$ cat config.mk
export PLATFORM = sky130hd
export DESIGN_NAME = neuron_mac_path
export DESIGN_NICKNAME = d
export VERILOG_FILES = /design/src/rtl/nmac_pkg.sv /design/src/rtl/nmac_lane.sv /design/src/rtl/nmac_sum_pipe.sv /design/src/rtl/nmac_accum.sv /design/src/rtl/neuron_mac_path.sv
export SDC_FILE = /design/constraint.sdc
export NUM_CORES = 1
export LEC_CHECK = 0
export BUFFER_PORTS_ARGS = -buffer_cell sky130_fd_sc_hd__buf_2
export CORE_MARGIN = 3
export CORE_UTILIZATION = 45
export CTS_CLUSTER_DIAMETER = 40
export DETAILED_ROUTE_END_ITERATION = 8
export PLACE_DENSITY = 0.72
export SYNTH_ARGS = -nofsm -noshare
export SYNTH_HDL_FRONTEND = slang
export SYNTH_SLANG_ARGS = --single-unit
$ cat constraint.sdc
create_clock -name clk -period 6.2 [get_ports clk]
set_clock_uncertainty 0.05 [all_clocks]
set_input_delay 0 -clock clk [delete_from_list [all_inputs] [get_ports clk]]
set_output_delay 0 -clock clk [all_outputs]
set_load 0.05 [all_outputs]
$ cat src/rtl/nmac_pkg.sv
package nmac_pkg;
    typedef enum logic [0:0] {
        ACC_IDLE = 1'b0,
        ACC_RUN  = 1'b1
    } acc_state_e;
endpackage

$ cat src/rtl/nmac_lane.sv
module nmac_lane #(
    parameter int N      = 7,
    parameter int L      = 10,
    parameter int WDEPTH = 8
) (
    input  logic                      clk,
    input  logic                      rst_n,
    input  logic                      wr_en,
    input  logic [$clog2(WDEPTH)-1:0] wr_addr,
    input  logic [N:0]                wr_data,
    input  logic [$clog2(WDEPTH)-1:0] rd_addr,
    input  logic [N:0]                x,
    input  logic                      act,
    output logic [L:0]                prod
);
    localparam int WW = N + 1;
    localparam int PW = L + 1;
    localparam int FW = 2 * WW;
    localparam int SH = 2 * N - L;
    localparam logic signed [FW-1:0] MAXP = FW'((1 << L) - 1);

    logic [WW-1:0] mem [WDEPTH];
    logic signed [FW-1:0] full;
    logic signed [FW-1:0] shr;
    logic [PW-1:0] trunc;

    always_ff @(posedge clk) begin
        if (wr_en) mem[wr_addr] <= wr_data;
    end

    always_comb begin
        full = $signed(x) * $signed(mem[rd_addr]);
        shr  = full >>> SH;
        if (shr > MAXP) trunc = MAXP[PW-1:0];
        else            trunc = shr[PW-1:0];
    end

    always_ff @(posedge clk or negedge rst_n) begin
        if (!rst_n)   prod <= '0;
        else if (act) prod <= trunc;
        else          prod <= '0;
    end
endmodule

$ cat src/rtl/nmac_sum_pipe.sv
module nmac_sum_pipe #(
    parameter int LANES = 4,
    parameter int PW    = 11,
    parameter int WW    = 8,
    parameter int SW    = 2,
    parameter int SUMW  = 14,
    parameter int PIPE  = 1
) (
    input  logic                   clk,
    input  logic                   rst_n,
    input  logic [LANES*PW-1:0]    prod,
    input  logic                   a_valid,
    input  logic                   a_first,
    input  logic                   a_last,
    input  logic [SW-1:0]          a_scale,
    input  logic [WW-1:0]          a_bias,
    output logic                   p_valid,
    output logic                   p_first,
    output logic                   p_last,
    output logic [SW-1:0]          p_scale,
    output logic [WW-1:0]          p_bias,
    output logic signed [SUMW-1:0] p_sum
);
    logic signed [SUMW-1:0] tree;

    always_comb begin
        tree = '0;
        for (int i = 0; i < LANES; i++) begin
            tree = tree + $signed({{(SUMW-PW){prod[i*PW+PW-1]}}, prod[i*PW +: PW]});
        end
    end

    generate
        if (PIPE == 0) begin : g_direct
            assign p_valid = a_valid;
            assign p_first = a_first;
            assign p_last  = a_last;
            assign p_scale = a_scale;
            assign p_bias  = a_bias;
            assign p_sum   = tree;
        end else begin : g_regs
            logic [PIPE-1:0]        v_q;
            logic [PIPE-1:0]        f_q;
            logic [PIPE-1:0]        l_q;
            logic [SW-1:0]          sc_q  [PIPE];
            logic [WW-1:0]          b_q   [PIPE];
            logic signed [SUMW-1:0] sum_q [PIPE];

            always_ff @(posedge clk or negedge rst_n) begin
                if (!rst_n) begin
                    v_q <= '0;
                    f_q <= '0;
                    l_q <= '0;
                    for (int i = 0; i < PIPE; i++) begin
                        sc_q[i]  <= '0;
                        b_q[i]   <= '0;
                        sum_q[i] <= '0;
                    end
                end else begin
                    v_q[0]   <= a_valid;
                    f_q[0]   <= a_first;
                    l_q[0]   <= a_last;
                    sc_q[0]  <= a_scale;
                    b_q[0]   <= a_bias;
                    sum_q[0] <= tree;
                    for (int i = 1; i < PIPE; i++) begin
                        v_q[i]   <= v_q[i-1];
                        f_q[i]   <= f_q[i-1];
                        l_q[i]   <= l_q[i-1];
                        sc_q[i]  <= sc_q[i-1];
                        b_q[i]   <= b_q[i-1];
                        sum_q[i] <= sum_q[i-1];
                    end
                end
            end

            assign p_valid = v_q[PIPE-1];
            assign p_first = f_q[PIPE-1];
            assign p_last  = l_q[PIPE-1];
            assign p_scale = sc_q[PIPE-1];
            assign p_bias  = b_q[PIPE-1];
            assign p_sum   = sum_q[PIPE-1];
        end
    endgenerate
endmodule

$ cat src/rtl/nmac_accum.sv
module nmac_accum
    import nmac_pkg::*;
#(
    parameter int N         = 7,
    parameter int L         = 10,
    parameter int SW        = 2,
    parameter int SUMW      = 14,
    parameter int AW        = 17,
    parameter int SCALE_MAX = 3
) (
    input  logic                   clk,
    input  logic                   rst_n,
    input  logic                   p_valid,
    input  logic                   p_first,
    input  logic                   p_last,
    input  logic [SW-1:0]          p_scale,
    input  logic [N:0]             p_bias,
    input  logic signed [SUMW-1:0] p_sum,
    output logic                   out_valid,
    output logic [L:0]             out_sum
);
    localparam int WW  = N + 1;
    localparam int PW  = L + 1;
    localparam int SHW = AW + SCALE_MAX;
    localparam logic signed [SHW-1:0] MAXO = SHW'((1 << L) - 1);
    localparam logic signed [SHW-1:0] MINO = ~MAXO;

    acc_state_e state_q, state_d;
    logic signed [AW-1:0]  acc_q;
    logic signed [AW-1:0]  bias_ext, sum_ext, base, total;
    logic signed [SHW-1:0] wide;
    logic [SW-1:0]         eff_scale;
    logic [PW-1:0]         clamped;
    logic                  take;

    assign take = p_valid && (p_first || state_q == ACC_RUN);

    always_comb begin
        state_d = state_q;
        unique case (state_q)
            ACC_IDLE: if (p_valid && p_first && !p_last) state_d = ACC_RUN;
            ACC_RUN:  if (p_valid && p_last)             state_d = ACC_IDLE;
            default:                                     state_d = ACC_IDLE;
        endcase
    end

    always_ff @(posedge clk or negedge rst_n) begin
        if (!rst_n) state_q <= ACC_IDLE;
        else        state_q <= state_d;
    end

    always_comb begin
        bias_ext  = $signed({{(AW-WW){p_bias[WW-1]}}, p_bias}) <<< (L - N);
        sum_ext   = $signed({{(AW-SUMW){p_sum[SUMW-1]}}, p_sum});
        base      = p_first ? bias_ext : acc_q;
        total     = base + sum_ext;
        eff_scale = (p_scale > SW'(SCALE_MAX)) ? SW'(SCALE_MAX) : p_scale;
        wide      = $signed({{SCALE_MAX{total[AW-1]}}, total}) <<< eff_scale;
        if (wide > MAXO)      clamped = MAXO[PW-1:0];
        else if (wide < MINO) clamped = MINO[PW-1:0];
        else                  clamped = wide[PW-1:0];
    end

    always_ff @(posedge clk or negedge rst_n) begin
        if (!rst_n) begin
            acc_q     <= '0;
            out_valid <= 1'b0;
            out_sum   <= '0;
        end else begin
            out_valid <= take && p_last;
            if (take) acc_q <= total;
            if (take && p_last) out_sum <= clamped;
        end
    end
endmodule

$ cat src/rtl/neuron_mac_path.sv
module neuron_mac_path #(
    parameter int LANES     = 4,
    parameter int N         = 7,
    parameter int L         = 10,
    parameter int WDEPTH    = 8,
    parameter int SCALE_MAX = 3,
    parameter int PIPE      = 1
) (
    input  logic                             clk,
    input  logic                             rst_n,
    input  logic                             wt_wr_en,
    input  logic [LANES*(N+1)-1:0]           wt_wr_data,
    input  logic                             in_valid,
    input  logic                             in_first,
    input  logic                             in_last,
    input  logic [$clog2(LANES+1)-1:0]       in_lanes,
    input  logic [LANES*(N+1)-1:0]           in_x,
    input  logic [N:0]                       in_bias,
    input  logic [$clog2(SCALE_MAX+1)-1:0]   in_scale,
    output logic                             out_valid,
    output logic [L:0]                       out_sum
);
    localparam int WW   = N + 1;
    localparam int PW   = L + 1;
    localparam int LW   = $clog2(LANES + 1);
    localparam int SW   = $clog2(SCALE_MAX + 1);
    localparam int ADW  = $clog2(WDEPTH);
    localparam int FLW  = $clog2(WDEPTH + 1);
    localparam int SUMW = PW + $clog2(LANES + 1);
    localparam int AW   = PW + $clog2(LANES * WDEPTH + 2);

    logic [ADW-1:0] wr_ptr, rd_ptr;
    logic [FLW-1:0] fill;

    always_ff @(posedge clk or negedge rst_n) begin
        if (!rst_n) begin
            wr_ptr <= '0;
            fill   <= '0;
        end else if (wt_wr_en) begin
            wr_ptr <= (wr_ptr == ADW'(WDEPTH - 1)) ? '0 : wr_ptr + 1'b1;
            if (fill != FLW'(WDEPTH)) fill <= fill + 1'b1;
        end
    end

    always_ff @(posedge clk or negedge rst_n) begin
        if (!rst_n) begin
            rd_ptr <= '0;
        end else if (in_valid && fill != '0) begin
            if (FLW'(rd_ptr) == fill - 1'b1) rd_ptr <= '0;
            else                             rd_ptr <= rd_ptr + 1'b1;
        end
    end

    logic              a_valid, a_first, a_last;
    logic [SW-1:0]     a_scale;
    logic [WW-1:0]     a_bias;

    always_ff @(posedge clk or negedge rst_n) begin
        if (!rst_n) begin
            a_valid <= 1'b0;
            a_first <= 1'b0;
            a_last  <= 1'b0;
            a_scale <= '0;
            a_bias  <= '0;
        end else begin
            a_valid <= in_valid;
            a_first <= in_first;
            a_last  <= in_last;
            a_scale <= in_scale;
            a_bias  <= in_bias;
        end
    end

    logic [LANES*PW-1:0] prod_q;

    for (genvar i = 0; i < LANES; i++) begin : g_lane
        logic act;
        assign act = in_valid && (LW'(i) < in_lanes);
        nmac_lane #(.N(N), .L(L), .WDEPTH(WDEPTH)) u_lane (
            .clk     (clk),
            .rst_n   (rst_n),
            .wr_en   (wt_wr_en),
            .wr_addr (wr_ptr),
            .wr_data (wt_wr_data[i*WW +: WW]),
            .rd_addr (rd_ptr),
            .x       (in_x[i*WW +: WW]),
            .act     (act),
            .prod    (prod_q[i*PW +: PW])
        );
    end

    logic                   p_valid, p_first, p_last;
    logic [SW-1:0]          p_scale;
    logic [WW-1:0]          p_bias;
    logic signed [SUMW-1:0] p_sum;

    nmac_sum_pipe #(
        .LANES(LANES), .PW(PW), .WW(WW), .SW(SW), .SUMW(SUMW), .PIPE(PIPE)
    ) u_sum (
        .clk     (clk),
        .rst_n   (rst_n),
        .prod    (prod_q),
        .a_valid (a_valid),
        .a_first (a_first),
        .a_last  (a_last),
        .a_scale (a_scale),
        .a_bias  (a_bias),
        .p_valid (p_valid),
        .p_first (p_first),
        .p_last  (p_last),
        .p_scale (p_scale),
        .p_bias  (p_bias),
        .p_sum   (p_sum)
    );

    nmac_accum #(
        .N(N), .L(L), .SW(SW), .SUMW(SUMW), .AW(AW), .SCALE_MAX(SCALE_MAX)
    ) u_acc (
        .clk       (clk),
        .rst_n     (rst_n),
        .p_valid   (p_valid),
        .p_first   (p_first),
        .p_last    (p_last),
        .p_scale   (p_scale),
        .p_bias    (p_bias),
        .p_sum     (p_sum),
        .out_valid (out_valid),
        .out_sum   (out_sum)
    );
endmodule

==> results_tabular.tex <==
\begin{tabular}{lr}
\hline
Metric & Value \\
\hline
\multicolumn{2}{l}{\textbf{Worst setup path}} \\
Worst path required time & 6.64 ns \\
Maximum fanout count along the critical path & 7 \\
Startpoint of the worst register-to-register path & rd\_ptr[0] \\
Slowest cell on the critical path & sky130\_fd\_sc\_hd\_\_fa\_1 \\
FF-to-FF path depth & 23 \\
Setup slack on the worst flop-to-flop path & roughly 0.12 ns \\
Category of the most critical setup path & reg -> reg \\
Reg-to-reg endpoint & g\_lane[0].u\_lane.prod[3] \\
Delay of the slowest cell on the worst path & 0.55 ns \\
Cell breakdown of the critical path & buf\_12, buf\_16, mux4\_2, mux2\_4, and2\_4, fa\_1, inv\_1, fa\_1, inv\_1, fa\_1, inv\_2, fa\_1, inv\_1, ha\_4, nand3\_1, o211ai\_1, nor4\_1, nor2\_1, a31oi\_2, and3\_4, o21bai\_4, mux2\_4, a21oi\_2 \\
Endpoint arrival time on the critical path & about 6.5 ns \\
Critical Path Sink & g\_lane[0].u\_lane.prod[3] \\
Crit path capture type & register \\
Element type at the critical path start & register \\
Start point of the critical path & rd\_ptr[0] \\
CP dominant cell by count & sky130\_fd\_sc\_hd\_\_fa\_1 \\
\multicolumn{2}{l}{\textbf{Logic synthesis}} \\
Post-synth ARST share & 0.326 \\
Proportion of netlist area held by the largest area contributor & 0.296 \\
Cell with the most instances after synthesis & sky130\_fd\_sc\_hd\_\_inv\_1 \\
Synth area leaders & sky130\_fd\_sc\_hd\_\_edfxtp\_1, sky130\_fd\_sc\_hd\_\_fa\_1, sky130\_fd\_sc\_hd\_\_dfrtp\_1, sky130\_fd\_sc\_hd\_\_ha\_1, sky130\_fd\_sc\_hd\_\_mux4\_2 \\
Most frequent cells after synthesis & sky130\_fd\_sc\_hd\_\_inv\_1, sky130\_fd\_sc\_hd\_\_edfxtp\_1, sky130\_fd\_sc\_hd\_\_fa\_1 \\
Primary FF master, synth & sky130\_fd\_sc\_hd\_\_edfxtp\_1 \\
Fraction of the yosys area taken by sequential cells & 0.415 \\
Synthesis Warnings & 0 \\
Post-Synthesis Cells & 2126 \\
Number of distinct standard cells referenced by the synthesized netlist & 70 \\
Number of enable flip-flop cells after synthesis & 256 \\
Register bit count reported by yosys & 380 \\
Largest area contributor in the netlist & sky130\_fd\_sc\_hd\_\_edfxtp\_1 \\
Mean cell area of the mapped netlist & 12.2 um\^{}2 \\
Net Count, Synth & $\sim$2600 \\
Post-synth design cell area & 26000 um\^{}2 \\
\multicolumn{2}{l}{\textbf{Floorplanning}} \\
Total die area & 60700 um\^{}2 \\
Height of the die & about 250 um \\
Std cell rows & 87 \\
IO Pins & 95 \\
Area inside the core boundary & 56800 um\^{}2 \\
Horizontal extent of the die & roughly 250 um \\
Initial Util & 0.458 \\
\multicolumn{2}{l}{\textbf{Timing}} \\
Final hold violation count & 0 \\
Minimum clock period & 6.08 ns \\
Highest achievable clock rate & 0.164 GHz \\
Hold Worst Slack & 0.0310 ns \\
Total of endpoints with negative setup slack in the final report & 0 \\
Number of pins exceeding their max-slew limit in the final report & 0 \\
Slew Limit Headroom & 0.324 \\
Actual slew at the worst max-slew pin & 1.01 ns \\
Final worst path period share & 0.981 \\
\multicolumn{2}{l}{\textbf{Placed design}} \\
Gpl congestion & 0.868 \\
Final HPWL from detailed placement & 39200 um \\
Port buffer count & 94 \\
\multicolumn{2}{l}{\textbf{Clock tree}} \\
Maximum count of clock buffers along a single path & 3 \\
CTS root buffer & sky130\_fd\_sc\_hd\_\_clkbuf\_16 \\
Clock transition at path regs & 0.06 ns \\
Number of buffers created by CTS & between 50 and 60 \\
Clock network latency to the later pin of the worst-skew pair & 0.61 ns \\
Number of levels the H-tree was split into & 2 \\
TritonCTS clock tree & done \\
Clock sink total & between 300 and 400 \\
\multicolumn{2}{l}{\textbf{Global routing}} \\
Met3 Usage GRT & 0.0303 \\
Number of global-route vias before repair & around 17000 \\
Final global-route overflow total & 0 \\
All-layer global routing usage & 0.181 \\
Maximum number of pins on one net before global-route repair & 77 \\
GR Util met1 & 0.232 \\
Global-route wire length before repair & between 80000 and 90000 um \\
Met2 capacity usage during global routing & 0.318 \\
Initial antenna violation count & 6 \\
Layer with the highest usage after global routing & met2 \\
\multicolumn{2}{l}{\textbf{Final layout}} \\
Final cell utilization of the core & 0.550 \\
Share of cells above drive strength 1 & 0.215 \\
Layout Area Growth over Synthesis & 20.2\% \\
Final layout net count & 2863 \\
\multicolumn{2}{l}{\textbf{Drt}} \\
Remaining DRCs & 0 \\
Iteration-0 DRC Markers & 1005 \\
Number of vias in the routed layout & between 15000 and 20000 \\
Detail-routed via count per cell & 5.16 \\
DRT antenna net count & 0 \\
Post-detailed-routing wire length & 56500 um \\
Count of TritonRoute iterations in the first routing pass & 5 \\
WL per Instance & 17.7 um \\
\multicolumn{2}{l}{\textbf{Outcome}} \\
Status & finished clean \\
\multicolumn{2}{l}{\textbf{Min path}} \\
HP Class & in -> reg \\
\multicolumn{2}{l}{\textbf{Job}} \\
\# Max-Cap Violations & 0 \\
\hline
\end{tabular}
==> cell usage in the layout, fill, tap and decap left out, types with 9 or more instances in the layout <==
cell / netlist / routed
sky130_fd_sc_hd__clkbuf_16: 0 / 57
sky130_fd_sc_hd__nand3_1: 24 / 22
sky130_fd_sc_hd__mux2_2: 33 / 21
sky130_fd_sc_hd__buf_2: 4 / 94
sky130_fd_sc_hd__a21oi_1: 85 / 67
sky130_fd_sc_hd__and2_1: 46 / 38
sky130_fd_sc_hd__mux4_2: 64 / 64
sky130_fd_sc_hd__nand2_1: 108 / 104
sky130_fd_sc_hd__clkbuf_1: 26 / 10
sky130_fd_sc_hd__dlygate4sd3_1: 0 / 56
sky130_fd_sc_hd__nor3_1: 23 / 19
sky130_fd_sc_hd__or2_2: 11 / 9
sky130_fd_sc_hd__nor2b_1: 114 / 112
sky130_fd_sc_hd__a21oi_2: 1 / 18
sky130_fd_sc_hd__a21o_1: 17 / 17
sky130_fd_sc_hd__fa_1: 230 / 227
sky130_fd_sc_hd__dfrtp_1: 124 / 121
sky130_fd_sc_hd__mux2i_1: 32 / 24
sky130_fd_sc_hd__ha_1: 158 / 142
sky130_fd_sc_hd__buf_4: 0 / 80
sky130_fd_sc_hd__nor2_1: 119 / 104
sky130_fd_sc_hd__o211ai_1: 19 / 19
sky130_fd_sc_hd__inv_2: 0 / 13
sky130_fd_sc_hd__inv_1: 340 / 327
sky130_fd_sc_hd__xnor2_1: 69 / 69
sky130_fd_sc_hd__ha_4: 0 / 14
sky130_fd_sc_hd__mux2_4: 0 / 13
sky130_fd_sc_hd__nand2b_1: 20 / 16
sky130_fd_sc_hd__o21a_1: 12 / 11
sky130_fd_sc_hd__o21ai_0: 43 / 40
sky130_fd_sc_hd__xor2_1: 33 / 33
sky130_fd_sc_hd__edfxtp_1: 256 / 256
==> registers in the layout, summed over array words and instances (netlist names) <==
name,flops
u_sum.p_last,1
u_acc.state_q,1
u_sum.p_valid,1
u_acc.out_valid,1
u_sum.p_first,1
u_acc.out_sum,11
rd_ptr,3
g_lane.u_lane.mem,256
u_sum.p_scale,2
u_sum.p_bias,8
wr_ptr,3
a_last,1
a_valid,1
u_sum.p_sum,14
a_scale,2
fill,4
g_lane.u_lane.prod,44
u_acc.acc_q,17
a_bias,8
a_first,1
==> area by class of cell <==
| type | count | area, um^2 |
|---|---|---|
| diodes | 4 | 10.0 |
| clock buffers | 63 | 1350 |
| clock inverters | 33 | 372 |
| fillers | 4577 | 25600 |
| inverters | 340 | 1280 |
| multi-input cells | 1366 | 14500 |
| flip-flops and latches | 380 | 10800 |
| well taps | 756 | 946 |
| repair buffers | 252 | 2050 |
==> worst max-delay path, delay by kind of cell, from the launching register on <==
family / cells / cell delay, ns
multiplexers: 3 / 1.15
AND/OR/NAND/NOR: 5 / 0.88
flip-flops: 1 / 0.50
AO/OA/AOI/OAI: 4 / 0.63
adder cells (fa/ha/maj): 5 / 2.24
buffers and inverters: 6 / 0.51
==> routing by layer <==
metal  share of wire  vias to the layer above
li1                -                     7725
met1            0.42                     8259
met2            0.51                      378
met3           0.045                      101
met4           0.025                        4
met5         0.00042                        -
==> worst min path at each step <==
| stage | depth (start not counted) | startpoint | end | slack, ns |
|---|---|---|---|---|
| after floorplan | 0 | rst_n | a_bias[0] | -0.35 |
| after detailed placement | 1 | in_scale[1] | a_scale[1] | 0.06 |
| final | 2 | in_bias[1] | a_bias[1] | 0.03 |
| after global routing | 2 | in_bias[2] | a_bias[2] | 0.03 |
| after CTS | 3 | in_lanes[1] | g_lane[0].u_lane.prod[2] | 0.005 |
| after global placement | 1 | in_bias[4] | a_bias[4] | 0.06 |
==> cells by family after synthesis <==
family	after synthesis	share of synthesized area
adder cells (fa/ha/maj)	388	0.253
AND/OR/NAND/NOR	501	0.0980
AO/OA/AOI/OAI	243	0.0607
multiplexers	129	0.0820
flip-flops	380	0.415
XOR/XNOR	102	0.0344
buffers and inverters	383	0.0568
==> timing repair <==
| item | 4_1_cts | 5_1_grt |
|---|---|---|
| endpoints found under the setup margin | 10 | 44 |
| buffers inserted | 0 | 43 |
| endpoints found under the hold margin | 395 | 1 |
| resized for setup | 1 | 143 |
| pin swaps | 0 | 85 |
| cloned | 0 | 9 |
| hold buffers | 55 | 1 |
==> per-stage QoR <==
step                setup TNS, ns  cells  cell area, um^2  worst slack, ns
finish                          0   3194            31300            0.116
global route                -2.28   3192            31300           -0.108
global placement                0   2985            27800            0.157
floorplan                       0   2126            26100           0.0464
detailed placement        -0.0423   2985            27800          -0.0149
CTS                             0   3136            30100          0.00755
Power is left out: the tool's default activity adds up to more than one toggle a clock period on the data nets, which glitch-free logic cannot reach.
